[config.mk]
export PLATFORM = sky130hd
export DESIGN_NAME = pllctl_top
export DESIGN_NICKNAME = d
export VERILOG_FILES = /design/src/rtl/pllctl_pkg.sv /design/src/rtl/pllctl_regs.sv /design/src/rtl/pllctl_lock_timer.sv /design/src/rtl/pllctl_freq.sv /design/src/rtl/pllctl_top.sv
export SDC_FILE = /design/constraint.sdc
export NUM_CORES = 1
export LEC_CHECK = 0
export BUFFER_PORTS_ARGS = -buffer_cell sky130_fd_sc_hd__clkbuf_2
export CAP_MARGIN = 10
export CELL_PAD_IN_SITES_DETAIL_PLACEMENT = 1
export CELL_PAD_IN_SITES_GLOBAL_PLACEMENT = 2
export CORE_ASPECT_RATIO = 0.5
export CORE_MARGIN = 5
export CORE_UTILIZATION = 42
export DETAILED_ROUTE_END_ITERATION = 10
export GPL_TIMING_DRIVEN = 0
export HOLD_SLACK_MARGIN = 0.05
export PLACE_DENSITY = 0.95
export SLEW_MARGIN = 20
export SYNTH_ARGS = -nofsm -noshare
export SYNTH_HDL_FRONTEND = slang
export SYNTH_SLANG_ARGS = --single-unit
export TNS_END_PERCENT = 30
[constraint.sdc]
create_clock -name clk -period 272.4 [get_ports clk]
set_clock_uncertainty 0.05 [all_clocks]
set_input_delay 13.62 -clock clk [delete_from_list [all_inputs] [get_ports clk]]
set_output_delay 13.62 -clock clk [all_outputs]
set_load 0.03 [all_outputs]
[src/rtl/pllctl_pkg.sv]
package pllctl_pkg;
   localparam int unsigned DATA_W   = 32;
   localparam int unsigned M_W      = 10;
   localparam int unsigned P_W      = 6;
   localparam int unsigned S_W      = 3;
   localparam int unsigned M_LSB    = 16;
   localparam int unsigned P_LSB    = 8;
   localparam int unsigned S_LSB    = 0;
   localparam int unsigned EN_BIT   = 31;
   localparam int unsigned LOCK_BIT = 29;
   localparam int unsigned MAN_BIT  = 1;
   localparam int unsigned LOCK_PER_P = 150;

   typedef enum logic [1:0] {
      ADDR_WAIT = 2'd0,
      ADDR_CFG  = 2'd1,
      ADDR_CTRL = 2'd2,
      ADDR_NONE = 2'd3
   } reg_addr_e;

   typedef struct packed {
      logic           en;
      logic [M_W-1:0] m;
      logic [P_W-1:0] p;
      logic [S_W-1:0] s;
   } divcfg_t;
endpackage

[src/rtl/pllctl_regs.sv]
module pllctl_regs
   import pllctl_pkg::*;
#(
   parameter int unsigned LOCK_W = 16
) (
   input  logic              clk,
   input  logic              rst_n,
   input  logic              bus_wr,
   input  logic [1:0]        bus_addr,
   input  logic [DATA_W-1:0] bus_wdata,
   input  logic              lock_in,
   output logic [DATA_W-1:0] bus_rdata,
   output divcfg_t           cfg,
   output logic [LOCK_W-1:0] wait_cnt,
   output logic              manual,
   output logic              cfg_start,
   output logic              cfg_stop
);
   divcfg_t           cfg_q;
   logic [LOCK_W-1:0] wait_q;
   logic              man_q;
   logic              wr_cfg;
   reg_addr_e         addr;

   assign addr   = reg_addr_e'(bus_addr);
   assign wr_cfg = bus_wr && (addr == ADDR_CFG);

   always_ff @(posedge clk or negedge rst_n) begin
      if (!rst_n) begin
         cfg_q  <= '0;
         wait_q <= '0;
         man_q  <= 1'b0;
      end else if (bus_wr) begin
         case (addr)
            ADDR_WAIT: wait_q <= bus_wdata[LOCK_W-1:0];
            ADDR_CFG: begin
               cfg_q.en <= bus_wdata[EN_BIT];
               cfg_q.m  <= bus_wdata[M_LSB +: M_W];
               cfg_q.p  <= bus_wdata[P_LSB +: P_W];
               cfg_q.s  <= bus_wdata[S_LSB +: S_W];
            end
            ADDR_CTRL: man_q <= bus_wdata[MAN_BIT];
            default: ;
         endcase
      end
   end

   always_comb begin
      bus_rdata = '0;
      case (addr)
         ADDR_WAIT: bus_rdata[LOCK_W-1:0] = wait_q;
         ADDR_CFG: begin
            bus_rdata[EN_BIT]          = cfg_q.en;
            bus_rdata[LOCK_BIT]        = lock_in;
            bus_rdata[M_LSB +: M_W]    = cfg_q.m;
            bus_rdata[P_LSB +: P_W]    = cfg_q.p;
            bus_rdata[S_LSB +: S_W]    = cfg_q.s;
         end
         ADDR_CTRL: bus_rdata[MAN_BIT] = man_q;
         default: bus_rdata = '0;
      endcase
   end

   assign cfg       = cfg_q;
   assign wait_cnt  = wait_q;
   assign manual    = man_q;
   assign cfg_start = wr_cfg && bus_wdata[EN_BIT];
   assign cfg_stop  = wr_cfg && !bus_wdata[EN_BIT];

   logic unused_wdata;
   assign unused_wdata = ^{bus_wdata[DATA_W-1:LOCK_W], bus_wdata[30:26],
                           bus_wdata[15:14], bus_wdata[7:3], bus_wdata[0]};

   // after a configuration write the stored fields match the written data
   a_r2_fields: assert property (@(posedge clk) disable iff (!rst_n)
      wr_cfg |=> (cfg_q.m == $past(bus_wdata[M_LSB +: M_W])) &&
                 (cfg_q.en == $past(bus_wdata[EN_BIT])));
endmodule

[src/rtl/pllctl_lock_timer.sv]
module pllctl_lock_timer #(
   parameter int unsigned LOCK_W = 16
) (
   input  logic              clk,
   input  logic              rst_n,
   input  logic              start,
   input  logic              stop,
   input  logic [LOCK_W-1:0] wait_cnt,
   input  logic              p_zero,
   input  logic              manual,
   output logic              locked
);
   logic [LOCK_W-1:0] cnt_q;
   logic              busy_q;
   logic              lock_q;
   logic              expire;

   assign expire = busy_q && (cnt_q == '0);

   always_ff @(posedge clk or negedge rst_n) begin
      if (!rst_n) begin
         cnt_q  <= '0;
         busy_q <= 1'b0;
         lock_q <= 1'b0;
      end else if (start) begin
         cnt_q  <= p_zero ? '0 : wait_cnt;
         busy_q <= 1'b1;
         lock_q <= 1'b0;
      end else if (stop) begin
         cnt_q  <= '0;
         busy_q <= 1'b0;
         lock_q <= 1'b0;
      end else if (expire) begin
         busy_q <= 1'b0;
         lock_q <= manual;
      end else if (busy_q) begin
         cnt_q <= cnt_q - 1'b1;
      end
   end

   assign locked = lock_q;

   // any accepted configuration write clears the flag
   a_r7_drop: assert property (@(posedge clk) disable iff (!rst_n)
      (start || stop) |=> !lock_q);
   // the flag rises only when manual control was on
   a_r6_manual: assert property (@(posedge clk) disable iff (!rst_n)
      $rose(lock_q) |-> $past(manual));
   // a disabling write ends any sequence
   a_r5_stop: assert property (@(posedge clk) disable iff (!rst_n)
      stop |=> !busy_q);
   // the count falls by one each cycle while running
   a_r4_count: assert property (@(posedge clk) disable iff (!rst_n)
      (busy_q && !start && !stop && cnt_q != '0) |=> (cnt_q == $past(cnt_q) - 1'b1));
endmodule

[src/rtl/pllctl_freq.sv]
module pllctl_freq
   import pllctl_pkg::*;
#(
   parameter int unsigned FIN_KHZ  = 26000,
   parameter int unsigned FREQ_W   = 32,
   parameter bit          FREQ_REG = 1'b1
) (
   input  logic              clk,
   input  logic              rst_n,
   input  divcfg_t           cfg,
   output logic [FREQ_W-1:0] freq
);
   localparam int unsigned PROD_W = FREQ_W + M_W;
   localparam int unsigned DEN_W  = P_W + (1 << S_W);

   logic [PROD_W-1:0] prod;
   logic [DEN_W-1:0]  den;
   logic [PROD_W-1:0] quot;
   logic [FREQ_W-1:0] f_next;

   assign prod   = PROD_W'(FIN_KHZ) * PROD_W'(cfg.m);
   assign den    = DEN_W'(cfg.p) << cfg.s;
   assign quot   = (cfg.p == '0) ? '0 : prod / PROD_W'(den);
   assign f_next = quot[FREQ_W-1:0];

   generate
      if (FREQ_REG) begin : g_reg
         logic [FREQ_W-1:0] f_q;
         always_ff @(posedge clk or negedge rst_n) begin
            if (!rst_n) f_q <= '0;
            else        f_q <= f_next;
         end
         assign freq = f_q;
         // a zero pre-divider gives a zero frequency word
         a_r10_pzero: assert property (@(posedge clk) disable iff (!rst_n)
            (cfg.p == '0) |=> (freq == '0));
      end else begin : g_comb
         assign freq = f_next;
         logic unused_clk;
         assign unused_clk = clk ^ rst_n;
      end
   endgenerate
endmodule

[src/rtl/pllctl_top.sv]
module pllctl_top
   import pllctl_pkg::*;
#(
   parameter int unsigned LOCK_W   = 16,
   parameter int unsigned FIN_KHZ  = 26000,
   parameter int unsigned FREQ_W   = 32,
   parameter bit          FREQ_REG = 1'b1
) (
   input  logic              clk,
   input  logic              rst_n,
   input  logic              bus_wr,
   input  logic [1:0]        bus_addr,
   input  logic [31:0]       bus_wdata,
   output logic [31:0]       bus_rdata,
   output logic              pll_locked,
   output logic [FREQ_W-1:0] freq_khz
);
   localparam int unsigned MIN_LOCK_W = $clog2(LOCK_PER_P * ((1 << P_W) - 1) + 1);

   generate
      if (LOCK_W < MIN_LOCK_W || LOCK_W > DATA_W) begin : g_bad_lock_w
         $error("LOCK_W must hold the largest lock wait");
      end
      if (FIN_KHZ == 0 || FREQ_W < 16) begin : g_bad_freq
         $error("FIN_KHZ must be nonzero and FREQ_W at least 16");
      end
   endgenerate

   divcfg_t           cfg;
   logic [LOCK_W-1:0] wait_cnt;
   logic              manual;
   logic              cfg_start;
   logic              cfg_stop;
   logic              locked;

   pllctl_regs #(.LOCK_W(LOCK_W)) u_regs (
      .clk(clk), .rst_n(rst_n), .bus_wr(bus_wr), .bus_addr(bus_addr),
      .bus_wdata(bus_wdata), .lock_in(locked), .bus_rdata(bus_rdata),
      .cfg(cfg), .wait_cnt(wait_cnt), .manual(manual),
      .cfg_start(cfg_start), .cfg_stop(cfg_stop)
   );

   pllctl_lock_timer #(.LOCK_W(LOCK_W)) u_timer (
      .clk(clk), .rst_n(rst_n), .start(cfg_start), .stop(cfg_stop),
      .wait_cnt(wait_cnt), .p_zero(bus_wdata[P_LSB +: P_W] == '0),
      .manual(manual), .locked(locked)
   );

   pllctl_freq #(.FIN_KHZ(FIN_KHZ), .FREQ_W(FREQ_W), .FREQ_REG(FREQ_REG)) u_freq (
      .clk(clk), .rst_n(rst_n), .cfg(cfg), .freq(freq_khz)
   );

   assign pll_locked = locked;

   // with the enable bit clear the flag is low
   a_r5_disabled: assert property (@(posedge clk) disable iff (!rst_n)
      !cfg.en |-> !pll_locked);
endmodule

-- Word-level counts from Yosys, hierarchy flattened
Index checks and enable logic that the tools add are counted.
- $add $sub $neg: 1
- multiply operators: 1
- div/mod/pow operators: 1
- equality and inequality tests: 3
- shift-type cells: 1
- muxes and demuxes: 21
- reductions and logical operators: 15
- operators by type and width (operator ; count):
    two-way mux 16 bit ; 5
    divider 25 x 14 -> 42 bit ; 1
    two-way mux 32 bit ; 1
    multiplier 11 x 10 -> 21 bit, first input constant ; 1
    logical NOT 16 bit ; 1
    subtractor 16 x 1 -> 16 bit, second input constant ; 1
    << shifter 6 x 3 -> 14 bit ; 1
    logical NOT 6 bit ; 2
    case mux 6 bit (2 select lines) ; 1
    two-way mux 10 bit ; 1
    two-way mux 1 bit ; 8
    AND reduction 2 bit ; 4
    nonzero test 3 bit ; 2
    two-way mux 5 bit ; 1
    logical AND 1 bit ; 4
    case mux 1 bit (2 select lines) ; 2
    != test 3 bit, second input constant ; 1
    case mux 1 bit (3 select lines) ; 1
    == test 2 x 1 -> 1 bit, second input constant ; 1
    == test 2 bit, second input constant ; 1
    logical NOT 2 bit ; 1
    two-way mux 2 bit ; 1
    logical NOT 1 bit ; 1
- register bits: 87
- input port bits: 37
- output and inout port bits: 65
- logic and storage cells: 53

-- Longest topological paths before layout
- word-level depth: 5
- mapped depth: 736
- gate-level depth less buffers: 664

-- Cells and area by module
Synthesis repeated with hierarchy kept, for this count alone.
- cell total of the unflattened synthesis: 5858
- area, all modules: 42016.5 um2
- by module, submodules not included (module ; times used ; cells an instance ; area each (um2) ; seq. area each (um2)):
    pllctl_freq ; 1 ; 5578 ; 39021.2 ; 800.8
    pllctl_regs ; 1 ; 131 ; 1731.7 ; 925.9
    pllctl_lock_timer ; 1 ; 147 ; 1246.2 ; 450.4
    pllctl_top ; 1 ; 2 ; 17.5 ; 0.0

-- Worst setup path after synthesis
No wires, ideal clock.
- path type: reg2reg
- start point: register u_regs.cfg_q, in the netlist u_regs.cfg[17]
- end point: register u_freq.g_reg.f_q[0], in the netlist u_freq.freq[0]
- setup time: 134 ps
- arrival: 138111 ps
- data required time: 272216 ps
- slack: 134106 ps
- stages on the path, launching flop included: 712
- path buffers: 77
- clock period less this slack: 138294 ps
- path through: dfrtp_1 > inv_1 > ha_1 > inv_1 > fa_1 > inv_1 > fa_1 > inv_1 > fa_1 > ha_1 > ha_1 > buf_6 > a211oi_1 > o21bai_1 > nor4b_1 > nor3_1 > or4_1 > clkbuf_1 > (+676 left out) > clkbuf_1 > mux2_1 > ha_1 > a21o_1 > a21oi_1 > nor2b_1 > o21ai_0 > nand2b_1 > a21oi_1 > nor2b_1 > o21ai_0 > nand2_1 > a21oi_1 > nor2b_1 > a221oi_1 > o221ai_1 > nor4_2 > a31oi_1
- cells in the longest elaborated chain, start to end: 3
- RTL lines (element ; line ; text):
    from (decl) ; pllctl_regs.sv:19 ; divcfg_t cfg_q;
    multiplier 11 x 10 -> 21 bit ; pllctl_freq.sv:21 ; assign prod = PROD_W'(FIN_KHZ) * PROD_W'(cfg.m);
    divider 25 x 14 -> 42 bit ; pllctl_freq.sv:23 ; assign quot = (cfg.p == '0) ? '0 : prod / PROD_W'(den);
    two-way mux 32 bit ; pllctl_freq.sv:23 ;
    named net u_freq.quot[0] ; pllctl_freq.sv:18 ; logic [PROD_W-1:0] quot;
    to (signal assigned) ; pllctl_freq.sv:31 ; else f_q <= f_next;
    to (decl) ; pllctl_freq.sv:28 ; logic [FREQ_W-1:0] f_q;
The timed path passes the listed nets, and every way through them passes these cells.
A chain may end at the register's enable or synchronous reset.

==> run metrics <==
Worst Hold Class flop to flop; Finish-stage setup viols 0; Worst EP required 272,650 ps; CP endpoint kind flop; std cell rows 82; Post-synth EDFFs 0; share of cells above drive strength 1 13.6%; Slew Limit Headroom 14.5%; Die Ht 235 um; final wirelength between 150,000 and 200,000 um; Post-CTS Setup Bufs 0; die area 108,000 sq um; routed vias 45,800; worst hold slack ~470 ps; Synth Flop Type dfrtp_1; largest net degree at the start of global routing 70; Least-Margin Pin Slew 1270 ps; dpl hpwl 126,000 um; core area ~100,000 sq um; Critical Setup Path Class flop to flop; Port-buffer cells 92; Critical-path top delay cell a211oi_1; I/O pin total between 100 and 150; Synth Register Bits just under 90; outcome completed; ys async rst share 100%; TritonCTS clock tree yes; Unique masters post-synth about 190; Slew Viols, Final 0; wire length per cell ~21 um; Ys Warns 0; Final period util 61.8%; Vias/cell between 6 and 7; Post-DRT Antenna Nets 0; Post-DP Area ~45,000 sq um; final instance area 45,500 sq um; Worst-path clk slew 90 ps; DRC 0; critical path launch point type flop; Hold Vio Cnt, Final 0; post-cts sizing count 0; Fmax 0.00594 GHz; Antenna diodes 0; CP peak stage delay 990 ps; Total GRT Usage 26.9%; Tmin final approximately 170,000 ps; vias in the first global route 47,400; Critical Path AT 168,600 ps; CTS Sinks 87; cell area after synthesis 42,500 sq um; Fill cells 12,700; Avg Synthesized Cell Area about 7.3 sq um; Hold-fix buffers, CTS 0; sequential area share after synthesis 5.13%; CP dominant cell by count o21a_1; Syn Inst Count 5,816; CTS max path bufs 2; die width 460 um; initial antenna violation count 1; drt initial violations 2,440; clk_lat worst skew approximately 420 ps; first-pass GRT wire length 248,000 um; unrepaired setup endpoints after global routing no; CTS Buf Count 9; CTS H-tree depth 3; Layout Nets 6,539; TNS Setup 0 ps; CP max FO 10; Synth-to-Final Area Change 7.00%; grt ovf 0; root buf cell clkbuf_16; drt pass-1 iters 7; max-cap violations 0; initial core utilization 42.4%; Final GP Congestion 0.896
stage by stage:
step / cells / util [%] / setup WS, ps
finish: 7294 / 45.3 / 104040
global route: 7294 / 45.3 / 91640
CTS: 7294 / 45.3 / 105040
detailed placement: 7278 / 45.0 / 105550
global placement: 7263 / 44.6 / 110150
floorplan: 5827 / - / 134110
cells in the final DEF (no fill, tap or decap), types with 33 or more instances in the layout:
master and count:
nor2_1 560, clkbuf_2 93, dfrtp_1 87, a211oi_1 50, nand2_1 571, a21o_1 74, xor2_1 122, o21a_1 331
and2_1 56, xnor2_1 193, and3_1 43, nand4_1 79, o21ai_0 228, o31ai_1 129, nand2b_1 51, or3_1 65
nor3_1 371, a31oi_1 64, o211ai_1 59, or2_2 97, nand3_1 128, nor4_1 57, mux2_2 97, o21ai_1 36
nor2b_1 47, clkbuf_1 76, mux2i_1 59, ha_1 533, o22ai_1 33, inv_1 145, a21oi_1 404
final timing paths:
| check | slack (ps) | startpoint | end | depth (start not counted) |
|---|---|---|---|---|
| min reg2reg | 470 | u_regs.cfg[19]$_DFFE_PN0P_ | u_regs.cfg[19]$_DFFE_PN0P_ | 2 |
| max | 104040 | u_regs.cfg[17]$_DFFE_PN0P_ | u_freq.freq[0]$_DFF_PN0_ | 933 |
| min in group asynchronous | 13010 | rst_n | u_freq.freq[18]$_DFF_PN0_ | 1 |
| max in group asynchronous | 258600 | rst_n | u_timer.cnt_q[15]$_DFFE_PN0P_ | 2 |
| min | 470 | u_regs.cfg[19]$_DFFE_PN0P_ | u_regs.cfg[19]$_DFFE_PN0P_ | 2 |
| max reg2reg | 104040 | u_regs.cfg[17]$_DFFE_PN0P_ | u_freq.freq[0]$_DFF_PN0_ | 712 |
metal layers:
metal	global-route usage, %	routed length [um]	part of all wire, %
met1	34.8	70100	46
met2	47.9	73000	48
met3	2.20	4840	3.2
met4	7.59	4120	2.7
met5	0	0	0
layout make-up:
| class | instances | area (sq um) | area share (%) |
|---|---|---|---|
| Buffer | 179 | 1180 | 2.60 |
| Clock buffer | 9 | 225 | 0.495 |
| Clock inverter | 7 | 87.6 | 0.193 |
| Inverter | 150 | 563 | 1.24 |
| Multi-Input combinational cell | 5411 | 38700 | 85.1 |
| Sequential cell | 87 | 2180 | 4.79 |
| Tap cell | 1344 | 1680 | 3.70 |
| Timing Repair Buffer | 107 | 835 | 1.84 |
synthesized netlist by cell type (all sizes together), types with 24 or more instances:
cell type,instances,share of area [%]
nor3b,24,0.44
dfrtp,87,5.1
mux2,117,3.2
ha,533,16
or2,112,1.7
a211oi,64,1.4
inv,150,1.3
clkbuf,85,0.89
o21ai,280,3.5
nor2,576,5.2
o31ai,134,2.4
a31oi,66,1.0
o21a,338,6.0
nor2b,50,0.75
fa,24,1.1
and4,26,0.56
or3,78,1.2
a21oi,416,5.0
nand4,87,1.4
xnor2,199,4.2
xor2,125,2.6
a21boi,32,0.61
and2,77,1.2
nand2b,56,0.85
and3,56,0.90
nor4,74,1.5
buf,92,1.8
nor3,393,5.0
o211a,28,0.68
nand2,588,5.3
o22ai,35,0.54
nand3,141,1.8
mux2i,66,1.6
a21o,95,1.7
o211ai,67,1.3
worst max-delay path: cells and delay by family (launching register included):
family / cells / cell delay (ps)
buffers and inverters: 139 / 32670
multiplexers: 10 / 3730
flip-flops: 1 / 540
AND/OR/NAND/NOR: 225 / 51940
adder cells (fa/ha/maj): 57 / 18950
AO/OA/AOI/OAI: 502 / 108310
sequential cells by signal, indices dropped and copies added (netlist names):
register         flops
u_regs.wait_cnt     16
u_timer.cnt_q       16
u_regs.manual        1
u_timer.busy_q       1
u_regs.cfg          20
u_timer.locked       1
u_freq.freq         32
cell families (layout without fill, tap and decap cells):
group,count (synthesis),count (layout),synth area share [%]
AND/OR/NAND/NOR,2479,2479,31.0
AO/OA/AOI/OAI,1852,1852,31.2
adder cells (fa/ha/maj),561,561,16.9
buffers and inverters,329,452,4.11
XOR/XNOR,324,324,6.87
multiplexers,183,183,4.80
flip-flops,87,87,5.13
other,1,12,0.00883
Power is not shown: default switching activity piles up to over one toggle a cycle in this logic, so the estimate is an artifact.
